==> src/rtl/scp_pkg.sv <==
package scp_pkg;

  localparam int WORD_W = 16;
  localparam int OP_W   = 4;

  typedef enum logic [OP_W-1:0] {
    OP_NOP   = 4'h0,
    OP_CLEAR = 4'h1,
    OP_SETB  = 4'h2,
    OP_RDB   = 4'h3,
    OP_CFG   = 4'h8,
    OP_OSEL  = 4'hD,
    OP_LOAD  = 4'hF
  } opcode_e;

  typedef enum logic {
    MODE_RX = 1'b0,
    MODE_TX = 1'b1
  } port_mode_e;

endpackage

==> src/rtl/scp_sync.sv <==
module scp_sync #(
  parameter int                WIDTH   = 1,
  parameter int                STAGES  = 2,
  parameter logic [WIDTH-1:0]  RST_VAL = '0
) (
  input  logic             clk,
  input  logic             rst_n,
  input  logic [WIDTH-1:0] d,
  output logic [WIDTH-1:0] q
);

  logic [WIDTH-1:0] stg_q [STAGES];

  for (genvar g = 0; g < STAGES; g++) begin : g_stage
    logic [WIDTH-1:0] stg_d;
    if (g == 0) begin : g_first
      assign stg_d = d;
    end else begin : g_rest
      assign stg_d = stg_q[g-1];
    end

    always_ff @(posedge clk or negedge rst_n) begin
      if (!rst_n) begin
        stg_q[g] <= RST_VAL;
      end else begin
        stg_q[g] <= stg_d;
      end
    end
  end

  assign q = stg_q[STAGES-1];

endmodule

==> src/rtl/scp_frame.sv <==
module scp_frame
  import scp_pkg::*;
#(
  parameter int TX_CYCLES = 16
) (
  input  logic              clk,
  input  logic              rst_n,
  input  logic              sclk_s,
  input  logic              cs_n_s,
  input  logic              dio_s,
  input  logic              rd_bit,
  output logic              word_vld,
  output logic [WORD_W-1:0] word,
  output logic              dio_out,
  output logic              dio_oe
);

  localparam int CNT_W = $clog2(WORD_W);
  localparam int TXC_W = $clog2(TX_CYCLES + 1);
  localparam logic [CNT_W-1:0] LAST_BIT = CNT_W'(WORD_W - 1);
  localparam logic [TXC_W-1:0] TX_END   = TXC_W'(TX_CYCLES);

  logic              sclk_prev_q;
  logic              sclk_rise, sclk_fall;
  port_mode_e        mode_q, mode_d;
  logic [CNT_W-1:0]  bcnt_q, bcnt_d;
  logic [WORD_W-2:0] shreg_q, shreg_d;
  logic [TXC_W-1:0]  txcnt_q, txcnt_d;
  logic [WORD_W-1:0] word_q, word_d;
  logic              vld_q, vld_d;
  logic              dout_q, dout_d;
  logic              oe_q, oe_d;
  logic              rd_cmd;

  assign sclk_rise = sclk_s & ~sclk_prev_q;
  assign sclk_fall = ~sclk_s & sclk_prev_q;
  assign rd_cmd    = vld_q && (word_q[WORD_W-1 -: OP_W] == OP_RDB);

  always_comb begin
    mode_d  = mode_q;
    bcnt_d  = bcnt_q;
    shreg_d = shreg_q;
    txcnt_d = txcnt_q;
    word_d  = word_q;
    vld_d   = 1'b0;
    dout_d  = dout_q;
    oe_d    = oe_q;

    if (cs_n_s) begin
      mode_d  = MODE_RX;
      bcnt_d  = '0;
      txcnt_d = '0;
      oe_d    = 1'b0;
    end else begin
      unique case (mode_q)
        MODE_RX: begin
          if (rd_cmd) begin
            mode_d  = MODE_TX;
            txcnt_d = '0;
            dout_d  = rd_bit;
            oe_d    = 1'b1;
          end else if (sclk_rise) begin
            shreg_d = {shreg_q[WORD_W-3:0], dio_s};
            if (bcnt_q == LAST_BIT) begin
              bcnt_d = '0;
              word_d = {shreg_q, dio_s};
              vld_d  = 1'b1;
            end else begin
              bcnt_d = bcnt_q + 1'b1;
            end
          end
        end
        MODE_TX: begin
          if (sclk_rise && (txcnt_q != TX_END)) begin
            txcnt_d = txcnt_q + 1'b1;
          end
          if (sclk_fall && (txcnt_q == TX_END)) begin
            mode_d = MODE_RX;
            bcnt_d = '0;
            oe_d   = 1'b0;
          end
        end
        default: mode_d = MODE_RX;
      endcase
    end
  end

  always_ff @(posedge clk or negedge rst_n) begin
    if (!rst_n) begin
      sclk_prev_q <= 1'b0;
      mode_q      <= MODE_RX;
      bcnt_q      <= '0;
      shreg_q     <= '0;
      txcnt_q     <= '0;
      word_q      <= '0;
      vld_q       <= 1'b0;
      dout_q      <= 1'b0;
      oe_q        <= 1'b0;
    end else begin
      sclk_prev_q <= sclk_s;
      mode_q      <= mode_d;
      bcnt_q      <= bcnt_d;
      shreg_q     <= shreg_d;
      txcnt_q     <= txcnt_d;
      word_q      <= word_d;
      vld_q       <= vld_d;
      dout_q      <= dout_d;
      oe_q        <= oe_d;
    end
  end

  assign word_vld = vld_q;
  assign word     = word_q;
  assign dio_out  = dout_q;
  assign dio_oe   = oe_q;

endmodule

==> src/rtl/scp_regs.sv <==
module scp_regs
  import scp_pkg::*;
#(
  parameter int DATA_W   = 12,
  parameter int NUM_DAC  = 4,
  parameter int MEM_BITS = 128,
  parameter int OSEL_W   = 4
) (
  input  logic                      clk,
  input  logic                      rst_n,
  input  logic                      word_vld,
  input  logic [WORD_W-1:0]         word,
  output logic                      rd_bit,
  output logic [DATA_W-1:0]         cfg_live,
  output logic [NUM_DAC*DATA_W-1:0] dac_live,
  output logic [OSEL_W-1:0]         osel
);

  localparam int ADDR_W = $clog2(MEM_BITS);
  localparam int NREG   = NUM_DAC + 1;

  logic [OP_W-1:0]   op;
  logic [DATA_W-1:0] data;
  logic [ADDR_W-1:0] addr;

  assign op   = word[WORD_W-1 -: OP_W];
  assign data = word[DATA_W-1:0];
  assign addr = data[ADDR_W-1:0];

  // bit store
  logic [MEM_BITS-1:0] mem_q, mem_d;
  logic                mem_en;

  assign mem_en = word_vld && ((op == OP_CLEAR) || (op == OP_SETB));

  always_comb begin
    mem_d = mem_q;
    if (op == OP_CLEAR) begin
      mem_d = '0;
    end else begin
      mem_d[addr] = 1'b1;
    end
  end

  always_ff @(posedge clk or negedge rst_n) begin
    if (!rst_n) begin
      mem_q <= '0;
    end else if (mem_en) begin
      mem_q <= mem_d;
    end
  end

  assign rd_bit = mem_q[addr];

  // staged and live values: index 0 is configuration, 1..NUM_DAC setpoints
  logic              load_en;
  logic [DATA_W-1:0] live_q [NREG];

  assign load_en = word_vld && (op == OP_LOAD);

  for (genvar g = 0; g < NREG; g++) begin : g_reg
    localparam logic [OP_W-1:0] SEL = OP_W'(int'(OP_CFG) + g);
    logic              stg_en;
    logic [DATA_W-1:0] stg_q;

    assign stg_en = word_vld && (op == SEL);

    always_ff @(posedge clk or negedge rst_n) begin
      if (!rst_n) begin
        stg_q <= '0;
      end else if (stg_en) begin
        stg_q <= data;
      end
    end

    always_ff @(posedge clk or negedge rst_n) begin
      if (!rst_n) begin
        live_q[g] <= '0;
      end else if (load_en) begin
        live_q[g] <= stg_q;
      end
    end

    if (g == 0) begin : g_cfg
      assign cfg_live = live_q[g];
    end else begin : g_dac
      assign dac_live[(g-1)*DATA_W +: DATA_W] = live_q[g];
    end
  end

  // output select
  logic              osel_en;
  logic [OSEL_W-1:0] osel_q;

  assign osel_en = word_vld && (op == OP_OSEL);

  always_ff @(posedge clk or negedge rst_n) begin
    if (!rst_n) begin
      osel_q <= '0;
    end else if (osel_en) begin
      osel_q <= data[OSEL_W-1:0];
    end
  end

  assign osel = osel_q;

endmodule

==> src/rtl/scp_cmd_port.sv <==
module scp_cmd_port
  import scp_pkg::*;
#(
  parameter int DATA_W      = 12,
  parameter int NUM_DAC     = 4,
  parameter int MEM_BITS    = 128,
  parameter int OSEL_W      = 4,
  parameter int SYNC_STAGES = 2,
  parameter int TX_CYCLES   = 16
) (
  input  logic                      clk,
  input  logic                      rst_n,
  input  logic                      sclk,
  input  logic                      cs_n,
  input  logic                      dio_in,
  output logic                      dio_out,
  output logic                      dio_oe,
  output logic [DATA_W-1:0]         cfg_live,
  output logic [NUM_DAC*DATA_W-1:0] dac_live,
  output logic [OSEL_W-1:0]         osel
);

  logic [2:0]        sync_q;
  logic              cs_n_s, sclk_s, dio_s;
  logic              rd_bit;
  logic              word_vld;
  logic [WORD_W-1:0] word;

  scp_sync #(
    .WIDTH   (3),
    .STAGES  (SYNC_STAGES),
    .RST_VAL (3'b100)
  ) u_sync (
    .clk   (clk),
    .rst_n (rst_n),
    .d     ({cs_n, sclk, dio_in}),
    .q     (sync_q)
  );

  assign cs_n_s = sync_q[2];
  assign sclk_s = sync_q[1];
  assign dio_s  = sync_q[0];

  scp_frame #(
    .TX_CYCLES (TX_CYCLES)
  ) u_frame (
    .clk      (clk),
    .rst_n    (rst_n),
    .sclk_s   (sclk_s),
    .cs_n_s   (cs_n_s),
    .dio_s    (dio_s),
    .rd_bit   (rd_bit),
    .word_vld (word_vld),
    .word     (word),
    .dio_out  (dio_out),
    .dio_oe   (dio_oe)
  );

  scp_regs #(
    .DATA_W   (DATA_W),
    .NUM_DAC  (NUM_DAC),
    .MEM_BITS (MEM_BITS),
    .OSEL_W   (OSEL_W)
  ) u_regs (
    .clk      (clk),
    .rst_n    (rst_n),
    .word_vld (word_vld),
    .word     (word),
    .rd_bit   (rd_bit),
    .cfg_live (cfg_live),
    .dac_live (dac_live),
    .osel     (osel)
  );

endmodule

==> config.mk <==
export PLATFORM = sky130hd
export DESIGN_NAME = scp_cmd_port
export DESIGN_NICKNAME = d
export VERILOG_FILES = /design/src/rtl/scp_pkg.sv /design/src/rtl/scp_sync.sv /design/src/rtl/scp_frame.sv /design/src/rtl/scp_regs.sv /design/src/rtl/scp_cmd_port.sv
export SDC_FILE = /design/constraint.sdc
export NUM_CORES = 1
export LEC_CHECK = 0
export BUFFER_PORTS_ARGS = -buffer_cell sky130_fd_sc_hd__buf_2
export CAP_MARGIN = 20
export CORE_UTILIZATION = 62
export DETAILED_ROUTE_END_ITERATION = 7
export GPL_ROUTABILITY_DRIVEN = 0
export MAX_ROUTING_LAYER = met4
export PLACE_DENSITY = 0.9
export RECOVER_POWER = 100
export REMOVE_ABC_BUFFERS = 1
export SETUP_SLACK_MARGIN = 0.3
export SLEW_MARGIN = 20
export SYNTH_ARGS = -nofsm -noshare
export SYNTH_HDL_FRONTEND = slang
export SYNTH_SLANG_ARGS = --single-unit
==> constraint.sdc <==
create_clock -name clk -period 4.7 [get_ports clk]
set_input_delay 1.41 -clock clk [delete_from_list [all_inputs] [get_ports clk]]
set_output_delay 1.41 -clock clk [all_outputs]
set_load 0.02 [all_outputs]
Word level (Yosys, flattened, before mapping) --
Cells that the tools add are included.
Storage, ports and cells: output and inout bits 66, bits in read-only memories 0, memory bits (writable) 0, input port bits 5, register bits 303, bits in latches 0, memories kept 0
Cells by class: $lt $le $gt $ge 2, multiply operators 0, multiplexer cells 28, bitwise gates (word level) 8, add/subtract/negate cells 2, eq/ne operators 18, shifts and indexed selects 0, divide/modulo/power cells 0, reduce and logical (&&, ||, !) cells 19
Operators with widths (count):
- $mux 128 | 1
- $or 128x128->128 | 1
- $eq 4x4->1 const B | 8
- $mux 4 | 5
- $mux 5 | 3
- $mux 1 | 13
- $logic_and 1x1->1 | 12
- $pmux 5 s2 | 1
- $ne 3x3->1 const B | 3
- $eq 4x2->1 const B | 2
- $lt 7x8->1 const B | 1
- $pmux 4 s2 | 1
- $bmux 1 s7 | 1
- $demux 1 s7 | 1
- $ge 7x1->1 const B | 1
- $ne 3x2->1 const B | 2
- $reduce_and 3->1 | 2
- $add 5x1->5 const B | 1
- $eq 5x5->1 const B | 1
- $ne 5x5->1 const B | 1
- $not 1->1 | 5
- $reduce_and 5->1 | 1
- $add 4x1->4 const B | 1
- $eq 4x1->1 const B | 1
- other kinds (5) | 8

Depth between registers and ports, before layout --
word-level depth 6, depth in mapped cells 10, depth with buffers taken out 8

Hierarchy --
From an unflattened synthesis, not the netlist that was laid out.
Second synthesis, totals: cells, all modules 1020, area total of the unflattened synthesis 12588.3 um2
Modules (own cells, without submodules):
- scp_regs | area an instance 10432.5 um2, cells each 873, sequential area each 6306.0 um2, times used 1
- scp_frame | area an instance 2003.2 um2, cells each 141, sequential area each 1126.1 um2, times used 1
- scp_sync | area an instance 152.6 um2, cells each 6, sequential area each 152.6 um2, times used 1

Worst setup path before layout --
No wires, ideal clock.
kind reg-to-reg, start register u_frame.word_q[0] (netlist: u_frame.word[0]), end register u_frame.dout_q (netlist: u_frame.dio_out), buffers on the path 1, arrival time 1.874 ns, path slack 2.685 ns, required time 4.559 ns, period minus slack after synthesis 2.015 ns, cell stages (with the launch flop) 8, cells stage by stage dfrtp_1 > buf_4 > nor2b_1 > a221o_1 > a222oi_1 > o221ai_1 > o311ai_1 > a41oi_1
On the way: word-level cells in the longest chain between the ends 2
RTL lines:
- from (decl) | RTL line scp_frame.sv:29 | logic [WORD_W-1:0] word_q, word_d;
- from (signal assigned) | RTL line scp_frame.sv:105 | word_q <= word_d;
- $bmux 1 s7 | RTL line scp_regs.sv:53 | assign rd_bit = mem_q[addr];
- $mux 1 (not written as such) | RTL line scp_regs.sv:53
- to (signal assigned) | RTL line scp_frame.sv:107 | dout_q <= dout_d;
- to (decl) | RTL line scp_frame.sv:31 | logic dout_q, dout_d;
No other way between the ends. The select of a mux whose other input is x is not followed. A chain may end at the register's enable or synchronous reset.

Worst setup path in the final report --
start register u_frame.word_q[1] (netlist: u_frame.word[1]), end register u_frame.dout_q (netlist: u_frame.dio_out)
The elaborated chain is that of the path after synthesis.

==> flow_summary.yaml <==
run_status:
  status: "finished, violations left"
  violations: "max-capacitance violations, max-slew violations"
final_layout:
  fin_util_pct: 70.59
  drive_gt1_share_pct: 21.45
  fillCellCount: 1294
  regArea_um2: 7585
  n_antenna_cell: 0
  multi_input_area_um2: 4523
  fin_cells: 1356
  fin_nets: 1081
  areaGrowthSynthToFinish_pct: 11.23
yosys:
  syn-instance-count: 1012
  syn_avg_cell_area_um2: 12.29
  synth_area_um2: 12430
  synth_top_cell_area_share_pct: 60.58
  ys_top_cells_by_area: "dfrtp_1 61%, mux2_2 15%, nor2_1 5.2%"
  yosys.cell_types.count: 57
  synth_edf_count: 0
  yosysTopAreaCell: "dfrtp_1"
  synth_warnings: 0
  ys_ff_latch: 303
  dominantRegCellSynth: "dfrtp_1"
  ys_seq_area_share_pct: 61.00
  ys_async_sr_fraction_pct: 100.0
timing:
  hold_violations: 0
  worstMarginPinSlew_ns: 2.460
  min_period_ns: 3.662
  period_share_pct: 77.91
  fin_ws_ns: 1.038
  relSlewSlack_pct: -64.00
  setup_tns_ns: 0
  finClkSkew_ns: 0.02491
  rsz0062_at_grt: "no"
  slew_violations: 217
  setup_viol: 0
  max_freq_ghz: 0.2731
grt:
  grt_pass1_vias: 8889
  antenna_found_initial: 0
  grt_pass1_wl_um: 46940
  grt_max_degree: 97
  grt_usage_pct: 30.60
  overflow: 0
power:
  power.density_nw_per_um2: 367.6
  ir_drop_mv: 0.3487
  leakagePower_nw: 6.711
  total_power_mw: 5.083
critical_path:
  reg2reg_slack_ns: 1.04
  r2r_start: "u_frame.word[1]"
  endpoint_kind: "register"
  cp.required_ns: 5.13
  cp-start-kind: "register"
  crit_start: "u_frame.word[1]"
  worst-setup-path-type: "register to register"
  reg2reg_depth: 7
  worstReg2RegEnd: "u_frame.dio_out"
  critical_path_arrival_ns: 4.09
  critPathMaxFanout: 29
route:
  dr.pass1.iters: 6
  wl_per_cell_um: 21.67
  via_per_inst: 6.347
  ant_nets: 0
  vias: 8606
  drc_errors: 0
  wirelength_um: 29390
  drt_iter0_markers: 822
placement:
  hpwl_um: 17900
  portBuffers: 70
  dp_slack_ns: 1.902
  dp.cells: 1306
job:
  max-cap-violations: 6
hold_path:
  min-delay-start: "u_sync.g_stage[1].stg_d[1]"
  hold_end: "u_sync.q[1]"
  hold_class: "register to register"
  worstHoldPathCells: 0
die:
  ios: 71
  fp.dieW_um: 143.6
  rows: 51
  core_um2: 19590
  die-area_um2: 20620
  initial_core_util_pct: 63.47
  dieHeight_um: 143.6
cts:
  post_cts_buffers: 0
  htree_levels: 1
  numCtsBuffers: 30
  cts_resized: 0
  cts_hold_buf: 0
  cts_sinks: 303
  clockBufferDepth: 3
  cts_tree: "done"
  clk_pin_slew_worst_paths_ns: 0.07
  insertion_delay_ns: 0.57
  root_buffer: "clkbuf_16"
worst max path at each step:
stage	slack, ns	cells after the start	end
3_5_place_dp	1.90	6	u_frame.dio_out
3_3_place_gp	1.98	6	u_frame.dio_out
2_1_floorplan	-3.36	6	u_regs.mem_q[121]
6_report	1.04	7	u_frame.dio_out
5_1_grt	0.86	7	u_frame.dio_out
4_1_cts	1.85	6	u_frame.dio_out
worst max-delay path: stages, from the launching register on:
cell	delay (ns)
dfrtp_1	0.43
clkbuf_1	1.16
nor2b_1	0.40
a221o_1	0.46
a222oi_1	0.44
o221ai_1	0.17
o311ai_1	0.31
a41oi_1	0.14
area by class of cell:
class,instances,area share (%)
clock buffers,42,6.406
clock inverters,8,0.5247
inverters,5,0.1357
multi-input cells,641,32.71
flip-flops and latches,303,54.84
well taps,265,2.398
repair buffers,92,2.986
power by group:
| part | internal [mW] | switching, mW | total, mW |
|---|---|---|---|
| clock | 1.31 | 0.991 | 2.30 |
| combinational | 0.0352 | 0.0678 | 0.103 |
| sequential | 2.65 | 0.0335 | 2.68 |
cells in the mapped netlist, types with 3 or more instances:
cell,instances
a21boi_0,3
a21oi_1,125
a221o_1,5
a221oi_1,3
a31oi_1,10
buf_1,4
buf_2,16
buf_4,6
clkbuf_1,36
dfrtp_1,301
ha_1,3
inv_1,5
mux2_2,163
mux2i_1,25
mux4_2,9
nand2_1,19
nand2b_1,8
nand3_1,5
nand3b_1,3
nor2_1,173
nor2b_1,7
nor3_1,13
o21ai_0,10
o22ai_1,11
or2_2,3
xor2_1,3
metal layers:
layer / GRT usage (%) / vias up / wire length (µm)
met5: - / - / 0
met4: 13.49 / 0 / 1302
met3: 5.265 / 128 / 2055
met2: 49.97 / 428 / 14430
met1: 37.69 / 4356 / 11600
li1: - / 3694 / -
state kept, by name, indices dropped and copies added, names as in the netlist:
register	flops
u_frame.txcnt_q	5
u_sync.g_stage.stg_d	3
u_regs.osel	4
u_regs.cfg_live	12
u_frame.sclk_prev_q	1
u_frame.dio_out	1
u_regs.mem_q	128
u_frame.mode_q	1
u_frame.word_vld	1
u_regs.dac_live	48
u_frame.dio_oe	1
u_sync.q	3
u_regs.g.stg_q	60
u_frame.shreg_q	15
u_frame.word	16
u_frame.bcnt_q	4
layout by cell type, fill, tap and decap left out, types with 7 or more instances in the layout:
cell type    n
nor3_1      13
clkbuf_8     9
nor2_1     174
clkbuf_1    81
dfrtp_1    301
mux4_2       9
a31oi_1     10
buf_4        8
nor2b_1      7
o22ai_1     11
o21ai_0     10
mux2_2     159
mux2i_1     25
a21oi_1    125
nand2_1     19
nand2b_1     8
clkbuf_16   30
cell families (layout without fill, tap and decap cells):
group                    after synthesis  in the layout  synth area share, %
adder cells (fa/ha/maj)                3              3               0.3019
AND/OR/NAND/NOR                      244            244                8.403
XOR/XNOR                               4              4               0.2818
flip-flops                           303            303                61.00
buffers and inverters                 68            147                2.405
multiplexers                         197            197                18.41
AO/OA/AOI/OAI                        193            193                9.198
through the flow:
step	hold WS, ns	area [µm²]
after global routing	0.3570	13830
final	0.3403	13830
after global placement	0.3365	13050
after floorplan	0.3312	12150
after CTS	0.3472	14010
after detailed placement	0.3371	13050
(Power assumes the default switching activity.)
